$ cat config.mk
export PLATFORM = sky130hd
export DESIGN_NAME = addr_window_bank
export DESIGN_NICKNAME = d
export VERILOG_FILES = /design/src/rtl/awb_pkg.sv /design/src/rtl/awb_regfile.sv /design/src/rtl/awb_window.sv /design/src/rtl/awb_decode.sv /design/src/rtl/addr_window_bank.sv
export SDC_FILE = /design/constraint.sdc
export NUM_CORES = 1
export LEC_CHECK = 0
export ABC_AREA = 1
export BUFFER_PORTS_ARGS = -buffer_cell sky130_fd_sc_hd__buf_4
export CORE_MARGIN = 5
export CORE_UTILIZATION = 55
export CTS_BUF_LIST = sky130_fd_sc_hd__clkbuf_2
export CTS_CLUSTER_SIZE = 40
export DETAILED_ROUTE_END_ITERATION = 10
export PLACE_DENSITY = 0.83
export SLEW_MARGIN = 0
export SYNTH_ARGS = -nofsm -noshare
export SYNTH_HDL_FRONTEND = slang
export SYNTH_SLANG_ARGS = --single-unit
export TNS_END_PERCENT = 10
$ cat constraint.sdc
create_clock -name clk -period 3.8 [get_ports clk]
set_input_delay 0.57 -clock clk [delete_from_list [all_inputs] [get_ports clk]]
set_output_delay 0.57 -clock clk [all_outputs]
set_load 0.02 [all_outputs]
$ cat src/rtl/awb_pkg.sv
package awb_pkg;
  localparam int ENT_W      = 64;
  localparam int IDX_W      = 6;
  localparam int BASE_LSB   = 13;
  localparam int BASE_MSB   = 47;
  localparam int BASE_SHIFT = 4;
  localparam int ADDR_W     = BASE_MSB + 1 + BASE_SHIFT;
  localparam int LOG2_W     = 5;
  localparam int STRIDE_MIN = 7;
  localparam int CNT_LSB    = 8;
  localparam int HALF_W     = 32;
  localparam logic [ENT_W-1:0] LOW_MASK  = 64'h0000_0FFF_FFFF_F03F;
  localparam logic [ENT_W-1:0] HIGH_MASK = 64'h0000_0FFF_0000_0000;
  localparam logic [ENT_W-1:0] ENT0_RST  = 64'h0000_0000_0000_0022;

  typedef enum logic [1:0] {
    SEL_IDX = 2'd0,
    SEL_LO  = 2'd1,
    SEL_HI  = 2'd2,
    SEL_CTL = 2'd3
  } awb_sel_e;
endpackage

$ cat src/rtl/awb_regfile.sv
module awb_regfile
  import awb_pkg::*;
#(
  parameter int NUM_ENT   = 2,
  parameter int GRAIN_W   = 3,
  parameter int CNT_W     = 8,
  parameter int NUM_CELLS = 16
) (
  input  logic               clk,
  input  logic               rst,
  input  logic               wr,
  input  logic               rd,
  input  logic [1:0]         sel,
  input  logic [ENT_W-1:0]   wdata,
  output logic [ENT_W-1:0]   rdata,
  output logic [ENT_W-1:0]   ent0,
  output logic [GRAIN_W-1:0] grain,
  output logic [CNT_W-1:0]   count
);
  localparam int SUB_W = (NUM_ENT > 1) ? $clog2(NUM_ENT) : 1;

  awb_sel_e           sel_e;
  logic [IDX_W-1:0]   idx_q;
  logic [ENT_W-1:0]   ent_q [NUM_ENT];
  logic [SUB_W-1:0]   sub;
  logic               idx_ok;
  logic [ENT_W-1:0]   cur;
  logic [ENT_W-1:0]   ctl_word;

  assign sel_e    = awb_sel_e'(sel);
  assign idx_ok   = (idx_q < IDX_W'(NUM_ENT));
  assign sub      = idx_q[SUB_W-1:0];
  assign cur      = idx_ok ? ent_q[sub] : '0;
  assign ctl_word = (ENT_W'(count) << CNT_LSB) | ENT_W'(grain);

  always_ff @(posedge clk) begin
    if (rst) begin
      idx_q <= '0;
      for (int i = 0; i < NUM_ENT; i++) begin
        ent_q[i] <= (i == 0) ? ENT0_RST : '0;
      end
      grain <= '0;
      count <= CNT_W'(NUM_CELLS);
      rdata <= '0;
    end else begin
      if (wr) begin
        case (sel_e)
          SEL_IDX: idx_q <= wdata[IDX_W-1:0];
          SEL_LO: if (idx_ok) ent_q[sub] <= wdata & LOW_MASK;
          SEL_HI: if (idx_ok) ent_q[sub] <= ((wdata << HALF_W) & HIGH_MASK)
                                           | (ent_q[sub] & {{HALF_W{1'b0}}, {HALF_W{1'b1}}});
          SEL_CTL: grain <= wdata[GRAIN_W-1:0];
          default: ;
        endcase
      end
      if (rd) begin
        case (sel_e)
          SEL_IDX: rdata <= ENT_W'(idx_q);
          SEL_LO,
          SEL_HI:  rdata <= cur;
          SEL_CTL: rdata <= ctl_word;
          default: rdata <= '0;
        endcase
      end
    end
  end

  assign ent0 = ent_q[0];
endmodule

$ cat src/rtl/awb_window.sv
module awb_window
  import awb_pkg::*;
(
  input  logic [ENT_W-1:0]  ent,
  output logic [ADDR_W-1:0] base,
  output logic [LOG2_W-1:0] size_log2,
  output logic              en
);
  logic unused_bits;

  assign base        = {ent[BASE_MSB:BASE_LSB], {(BASE_LSB + BASE_SHIFT){1'b0}}};
  assign size_log2   = ent[LOG2_W:1];
  assign en          = ent[0];
  assign unused_bits = ^{ent[ENT_W-1:BASE_MSB+1], ent[BASE_LSB-1:LOG2_W+1]};
endmodule

$ cat src/rtl/awb_decode.sv
module awb_decode
  import awb_pkg::*;
#(
  parameter int GRAIN_W = 3,
  parameter int CNT_W   = 8
) (
  input  logic               clk,
  input  logic               rst,
  input  logic [ADDR_W-1:0]  addr,
  input  logic [ADDR_W-1:0]  base,
  input  logic [LOG2_W-1:0]  size_log2,
  input  logic               en,
  input  logic [GRAIN_W-1:0] grain,
  input  logic [CNT_W-1:0]   count,
  output logic               hit,
  output logic [ADDR_W-1:0]  off,
  output logic [ADDR_W-1:0]  idx,
  output logic               oor
);
  localparam int SH_W = $clog2(ADDR_W);

  logic [ADDR_W-1:0] off_c;
  logic [ADDR_W-1:0] size_c;
  logic [ADDR_W-1:0] idx_c;
  logic [SH_W-1:0]   sh_c;
  logic              hit_c;

  always_comb begin
    off_c  = addr - base;
    size_c = ADDR_W'(1) << size_log2;
    hit_c  = en && (addr >= base) && (off_c < size_c);
    sh_c   = SH_W'(STRIDE_MIN) + SH_W'(grain);
    idx_c  = off_c >> sh_c;
  end

  always_ff @(posedge clk) begin
    if (rst) begin
      hit <= 1'b0;
      off <= '0;
      idx <= '0;
      oor <= 1'b0;
    end else begin
      hit <= hit_c;
      off <= off_c;
      idx <= idx_c;
      oor <= (idx_c >= ADDR_W'(count));
    end
  end
endmodule

$ cat src/rtl/addr_window_bank.sv
module addr_window_bank
  import awb_pkg::*;
#(
  parameter int NUM_ENT   = 2,
  parameter int GRAIN_W   = 3,
  parameter int CNT_W     = 8,
  parameter int NUM_CELLS = 16
) (
  input  logic              clk,
  input  logic              rst,
  input  logic              cfg_wr,
  input  logic              cfg_rd,
  input  logic [1:0]        cfg_sel,
  input  logic [63:0]       cfg_wdata,
  output logic [63:0]       cfg_rdata,
  output logic [51:0]       win_base,
  output logic [4:0]        win_size_log2,
  output logic              win_en,
  input  logic [51:0]       bus_addr,
  output logic              hit,
  output logic [51:0]       hit_off,
  output logic [51:0]       cell_idx,
  output logic              cell_oor
);
  logic [ENT_W-1:0]   ent0_w;
  logic [GRAIN_W-1:0] grain_w;
  logic [CNT_W-1:0]   count_w;

  awb_regfile #(
    .NUM_ENT(NUM_ENT), .GRAIN_W(GRAIN_W), .CNT_W(CNT_W), .NUM_CELLS(NUM_CELLS)
  ) i_regs (
    .clk(clk), .rst(rst), .wr(cfg_wr), .rd(cfg_rd), .sel(cfg_sel),
    .wdata(cfg_wdata), .rdata(cfg_rdata), .ent0(ent0_w),
    .grain(grain_w), .count(count_w)
  );

  awb_window i_win (
    .ent(ent0_w), .base(win_base), .size_log2(win_size_log2), .en(win_en)
  );

  awb_decode #(.GRAIN_W(GRAIN_W), .CNT_W(CNT_W)) i_dec (
    .clk(clk), .rst(rst), .addr(bus_addr), .base(win_base),
    .size_log2(win_size_log2), .en(win_en), .grain(grain_w), .count(count_w),
    .hit(hit), .off(hit_off), .idx(cell_idx), .oor(cell_oor)
  );
endmodule

# After elaboration in Yosys (flattened, before gate mapping)

Memories as Yosys holds them, arrays and structs flattened. A register that Yosys moved wholly into a read port is not among the register bits.
Index checks and enable logic that the tools add are counted.
Widths: inputs -> output; s select.

Add/sub/neg operators: 2
Magnitude comparators: 4
Equality and inequality tests: 3
Shifts and indexed selects: 2
Muxes and demuxes: 19
Bitwise gates (word level): 2
Reductions and logical operators: 7

Operators with widths:

| cell                 | number |
|---|---|
| $pmux 64 s3          | 1 |
| $mux 44              | 2 |
| $mux 64              | 1 |
| $ge 52x5->1 const B  | 1 |
| $ge 52x52->1         | 1 |
| $lt 52x52->1         | 1 |
| $shl 1x5->52 const A | 1 |
| $shr 52x6->52        | 1 |
| $sub 52x52->52       | 1 |
| $or 44x32->44        | 1 |
| $reduce_or 44->1     | 1 |
| $mux 1               | 15 |
| $lt 6x2->1 const B   | 1 |
| $add 3x3->4 const A  | 1 |
| $eq 2x2->1 const B   | 2 |
| $reduce_and 2->1     | 2 |
| $eq 2x1->1 const B   | 1 |
| $logic_and 1x1->1    | 2 |
| $logic_not 2->1      | 1 |
| $reduce_or 2->1      | 1 |
| $or 1x1->1           | 1 |

Flip-flop bits (word level): 179
Memory bits (writable): 88
Bits of input ports: 122
Logic and storage cells: 47
Memories kept: 1

Memories:

| name         | words | bits a word | read ports | clocked after memory_dff | write ports | RTL line          | RTL |
|---|---|---|---|---|---|---|---|
| i_regs.ent_q | 2     | 44          | 2          | 1                        | 2           | awb_regfile.sv:24 | `logic [ENT_W-1:0] ent_q [NUM_ENT];` |

# Depth between registers and ports, before layout

Depth after elaboration: 9
Depth in mapped cells: 24
Gate-level depth less buffers: 24

# Hierarchy

Synthesis repeated with hierarchy kept, for this count alone.

Cell total of the unflattened synthesis: 2,744
Area, all modules: 17,844.6 um2

Modules (own cells, without submodules):

| module      | times used | cells each | area an instance (um2) | seq. area each (um2) |
|---|---|---|---|---|
| awb_decode  | 1          | 1,920      | 10,807.9               | 1,981.9 |
| awb_regfile | 1          | 765        | 6,597.6                | 3,723.6 |
| awb_window  | 1          | 59         | 439.2                  | 0.0 |

# Least setup slack after synthesis

Ideal clock, no wire load.

Kind: input -> register
From: input rst
To: memory i_regs.ent_q[1][0] (netlist name), enable pin
Setup time: 0.402 ns
Data arrival time: 2.806 ns
Slack: 0.592 ns
Stages on the path: 9
Path buffers: 3
Cells stage by stage: clkbuf_1 -> nor2_1 -> nand3_2 -> inv_1 -> a31oi_1 -> or2_1 -> clkbuf_1 -> buf_2 -> nand2_1

RTL lines:

| element            | RTL line               | RTL |
|---|---|---|
| start: declaration | addr_window_bank.sv:10 | `input logic rst,` |
| end: declaration   | awb_regfile.sv:24      |  |

==> metrics.cfg <==
[floorplanning]
die_height_um=173.8
start_util_pct=55.35
io_pins=350
core_um2=26650
die_area_um2=30200
rows=60
die_w_um=173.8

[route]
num_vias=15000
drt-pass1-iter-count=5
vias_per_cell=5.462
drt_wl_total_um=48170
antenna_left=0
drc=0
first_iter_violations=1472
wire_per_inst_um=17.54

[yosys]
synthTopCellsByArea=dfxtp_1 21%, edfxtp_1 18%, nand2_1 12%
ys_ff_latch=241
synth_top_family_by_area=simple AND/OR/NAND/NOR gates
synth_most_common_cell=nand2_1
synth_cell_types=46
ys_top_cells_by_count=487 x nand2_1, 257 x nand3_1, 253 x nor2_1, 225 x inv_1, 153 x dfxtp_1
synth_warnings=0
synth_top_cell_by_area=dfxtp_1
ys_seq_area_share_pct=38.68
muxShareOfSynthArea_pct=3.045
synth_cells=2070
synth_compound_area_share_pct=8.159
syn_area_um2=14750
yosys.area_share.simple_pct=31.62
synth_top_area_share_pct=20.76
synth_edf_count=88
synthFlopType=dfxtp_1
async_flop_share_pct=0
synthAdderAreaFrac_pct=5.818
synth_area_per_cell_um2=7.126
synth-xor-area-share_pct=0.1187

[critical_path]
endpoint_kind=register
cp.buffers_inverters=1
cp-start-kind=register
critPathMaxFanout=4
reg2reg_slack_ns=0.32
r2r_end=i_dec.hit$_SDFF_PP0_
path_depth=16
worst_path_dominant_cell_family=simple AND/OR/NAND/NOR gates
critPathArrivalTime_ns=4.28
cpPeakStageDelay_ns=0.47
worst_ep_required_time_ns=4.60
rr_startpoint=i_regs.ent_q[0][13]$_SDFFCE_PN0P_
path_cells=ha_1 -> inv_1 -> fa_1 -> nand3_1 -> nand3_2 -> nand3_1 -> nand3_1 -> nand2_1 -> nand2_1 -> ha_1 -> a21o_1 -> a31oi_1 -> nand4_1 -> nor4_1 -> nand3_1 -> nor3_1
ff2ff_path_depth=16
path_class=register to register
critPathMostFrequentCell=nand3_1
cp_slowest_cell=edfxtp_1

[clock_tree]
cts_buffer_depth=3
htree_levels=2
clkTransAtPathRegs_ns=0.14
cts_tree=built
clock-root-buffer=clkbuf_2
cts.sinks=241
cts_resized=0
cts_buffers=58
clock_latency_ns=0.91

[timing]
maxSlewViolCount=0
fin_crit_sh_pct=91.67
fin_hold_ws_ns=0.05222
setup_viol=0
finalHoldViolCount=0
tightest_slew_ns=0.9974
finClkSkew_ns=0.06680
period_needed_ns=3.483
clock.fmax_mhz=287.1
rsz0062_at_grt=false
setup_ws_ns=0.3167
setup_tns_ns=0
max_slew_margin_pct=33.50

[place]
dpl_worst_slack_ns=0.2199
gp_congestion=0.9657
dp.cells=2590
place_hpwl_um=35800
io_buffers=281

[worst_hold_path]
worstHoldStart=cfg_wdata[35]
hold_depth=3
hold_end=i_regs.ent_q[0][35]$_SDFFCE_PN0P_
hold_class=input pin to register

[job]
maxCapViolCount=0

[grt]
grt_max_degree=98
grt-ovfl-total=0
grt_pass1_vias=14180
gr-usage-all-layers_pct=30.06
grt_pass1_wl_um=74020
antenna_found_initial=1

[cells_and_area]
instances_no_fill=2747
area_growth_syn_to_layout_pct=19.95
drive_gt1_share_pct=17.93
nFillCells=2350
fin_nets=2546

[pwr]
power_mw=6.901
peakVddDrop_mv=0.2638
p_leak_nw=8.973
powerDensity_nw_per_um2=390.0

[run_status]
status=finished clean

state kept, by name, indices dropped and copies added, names as in the netlist, named ones only:
signal / count
i_regs.ent_q: 88
i_dec.off: 52
i_dec.idx: 45
i_regs.rdata: 44
i_regs.idx_q: 6
i_regs.grain: 3
i_dec.hit: 1
i_dec.oor: 1
power breakdown:
group,internal [mW],total [mW],switching [mW]
registers,2.87,2.95,0.0863
clock network,0.688,1.79,1.10
logic,0.752,2.16,1.41
cells by family (layout without fill, tap and decap cells):
family / Yosys count / after routing
and+or+nand+nor: 1089 / 1089
DFF: 241 / 241
other: 1 / 50
AOI/OAI and AO/OA: 223 / 223
muxes: 44 / 44
adders and majority gates: 68 / 68
buffers and inverters: 402 / 689
xor gates and xnor gates: 2 / 2
layout make-up:
class,count,area (um2),area share [%]
inverter,232,870.8,4.922
clock inverter,36,206.4,1.167
clock buffer,72,360.3,2.036
sequential,241,5707,32.25
tap,341,426.7,2.411
multi-input combinational,1474,7381,41.71
antenna,2,5.005,0.02828
timing repair buffer,349,2738,15.47
cell usage in the layout (no fill, tap or decap), types with 3 or more instances in the layout:
master / Yosys / layout
nand2_1: 487 / 485
buf_4: 84 / 302
nand3_1: 257 / 257
nor2_1: 253 / 252
inv_1: 225 / 225
dfxtp_1: 153 / 152
a21oi_1: 115 / 115
edfxtp_1: 88 / 88
o21ai_0: 79 / 79
clkbuf_2: 0 / 72
ha_1: 67 / 67
conb_1: 1 / 48
nand4_1: 47 / 47
dlygate4sd3_1: 0 / 47
mux2i_1: 37 / 37
clkinv_1: 3 / 28
nand2_2: 15 / 17
o211ai_1: 9 / 9
nand3_2: 8 / 8
nor3_1: 7 / 7
mux2_2: 7 / 7
clkinv_2: 0 / 7
nor4_1: 5 / 5
inv_2: 4 / 4
nor2_2: 2 / 3
a21o_1: 3 / 3
o221ai_1: 3 / 3
through the flow:
stage	instance area, um2	utilization (%)
floorplan	14930	-
global placement	16650	62.48
detailed placement	16650	62.48
CTS	17570	65.92
global route	17690	66.39
finish	17690	66.39
metal layers:
metal | global-route usage, % | vias to the layer above | wire (um)
li1 | - | 7262 | -
met1 | 38.45 | 6780 | 18890
met2 | 48.88 | 821 | 22170
met3 | 7.568 | 140 | 4906
met4 | 12.17 | 0 | 2211
met5 | 0 | - | 0
repair_timing:
item | in CTS | in global routing
hold buffers | 35 | 12
endpoints found under the hold margin | 45 | 16
setup buffers | 0 | 0
worst min-delay path: stages:
cell	delay, ns
buf_4	0.09
mux2i_1	0.08
nor2_1	0.10
worst max-delay path by stage:
| stage | from | end | slack, ns |
|---|---|---|---|
| after floorplan | rst | i_regs.ent_q[1][0]$_SDFFCE_PN0P_ | 0.59 |
| after global placement | bus_addr[17] | i_dec.hit$_SDFF_PP0_ | 0.34 |
| after detailed placement | bus_addr[17] | i_dec.hit$_SDFF_PP0_ | 0.22 |
| after CTS | i_regs.ent_q[0][13]$_SDFFCE_PN0P_ | i_dec.hit$_SDFF_PP0_ | 0.45 |
| after global routing | i_regs.ent_q[0][13]$_SDFFCE_PN0P_ | i_dec.hit$_SDFF_PP0_ | 0.06 |
| final | i_regs.ent_q[0][13]$_SDFFCE_PN0P_ | i_dec.hit$_SDFF_PP0_ | 0.32 |
(Power assumes the default switching activity.)
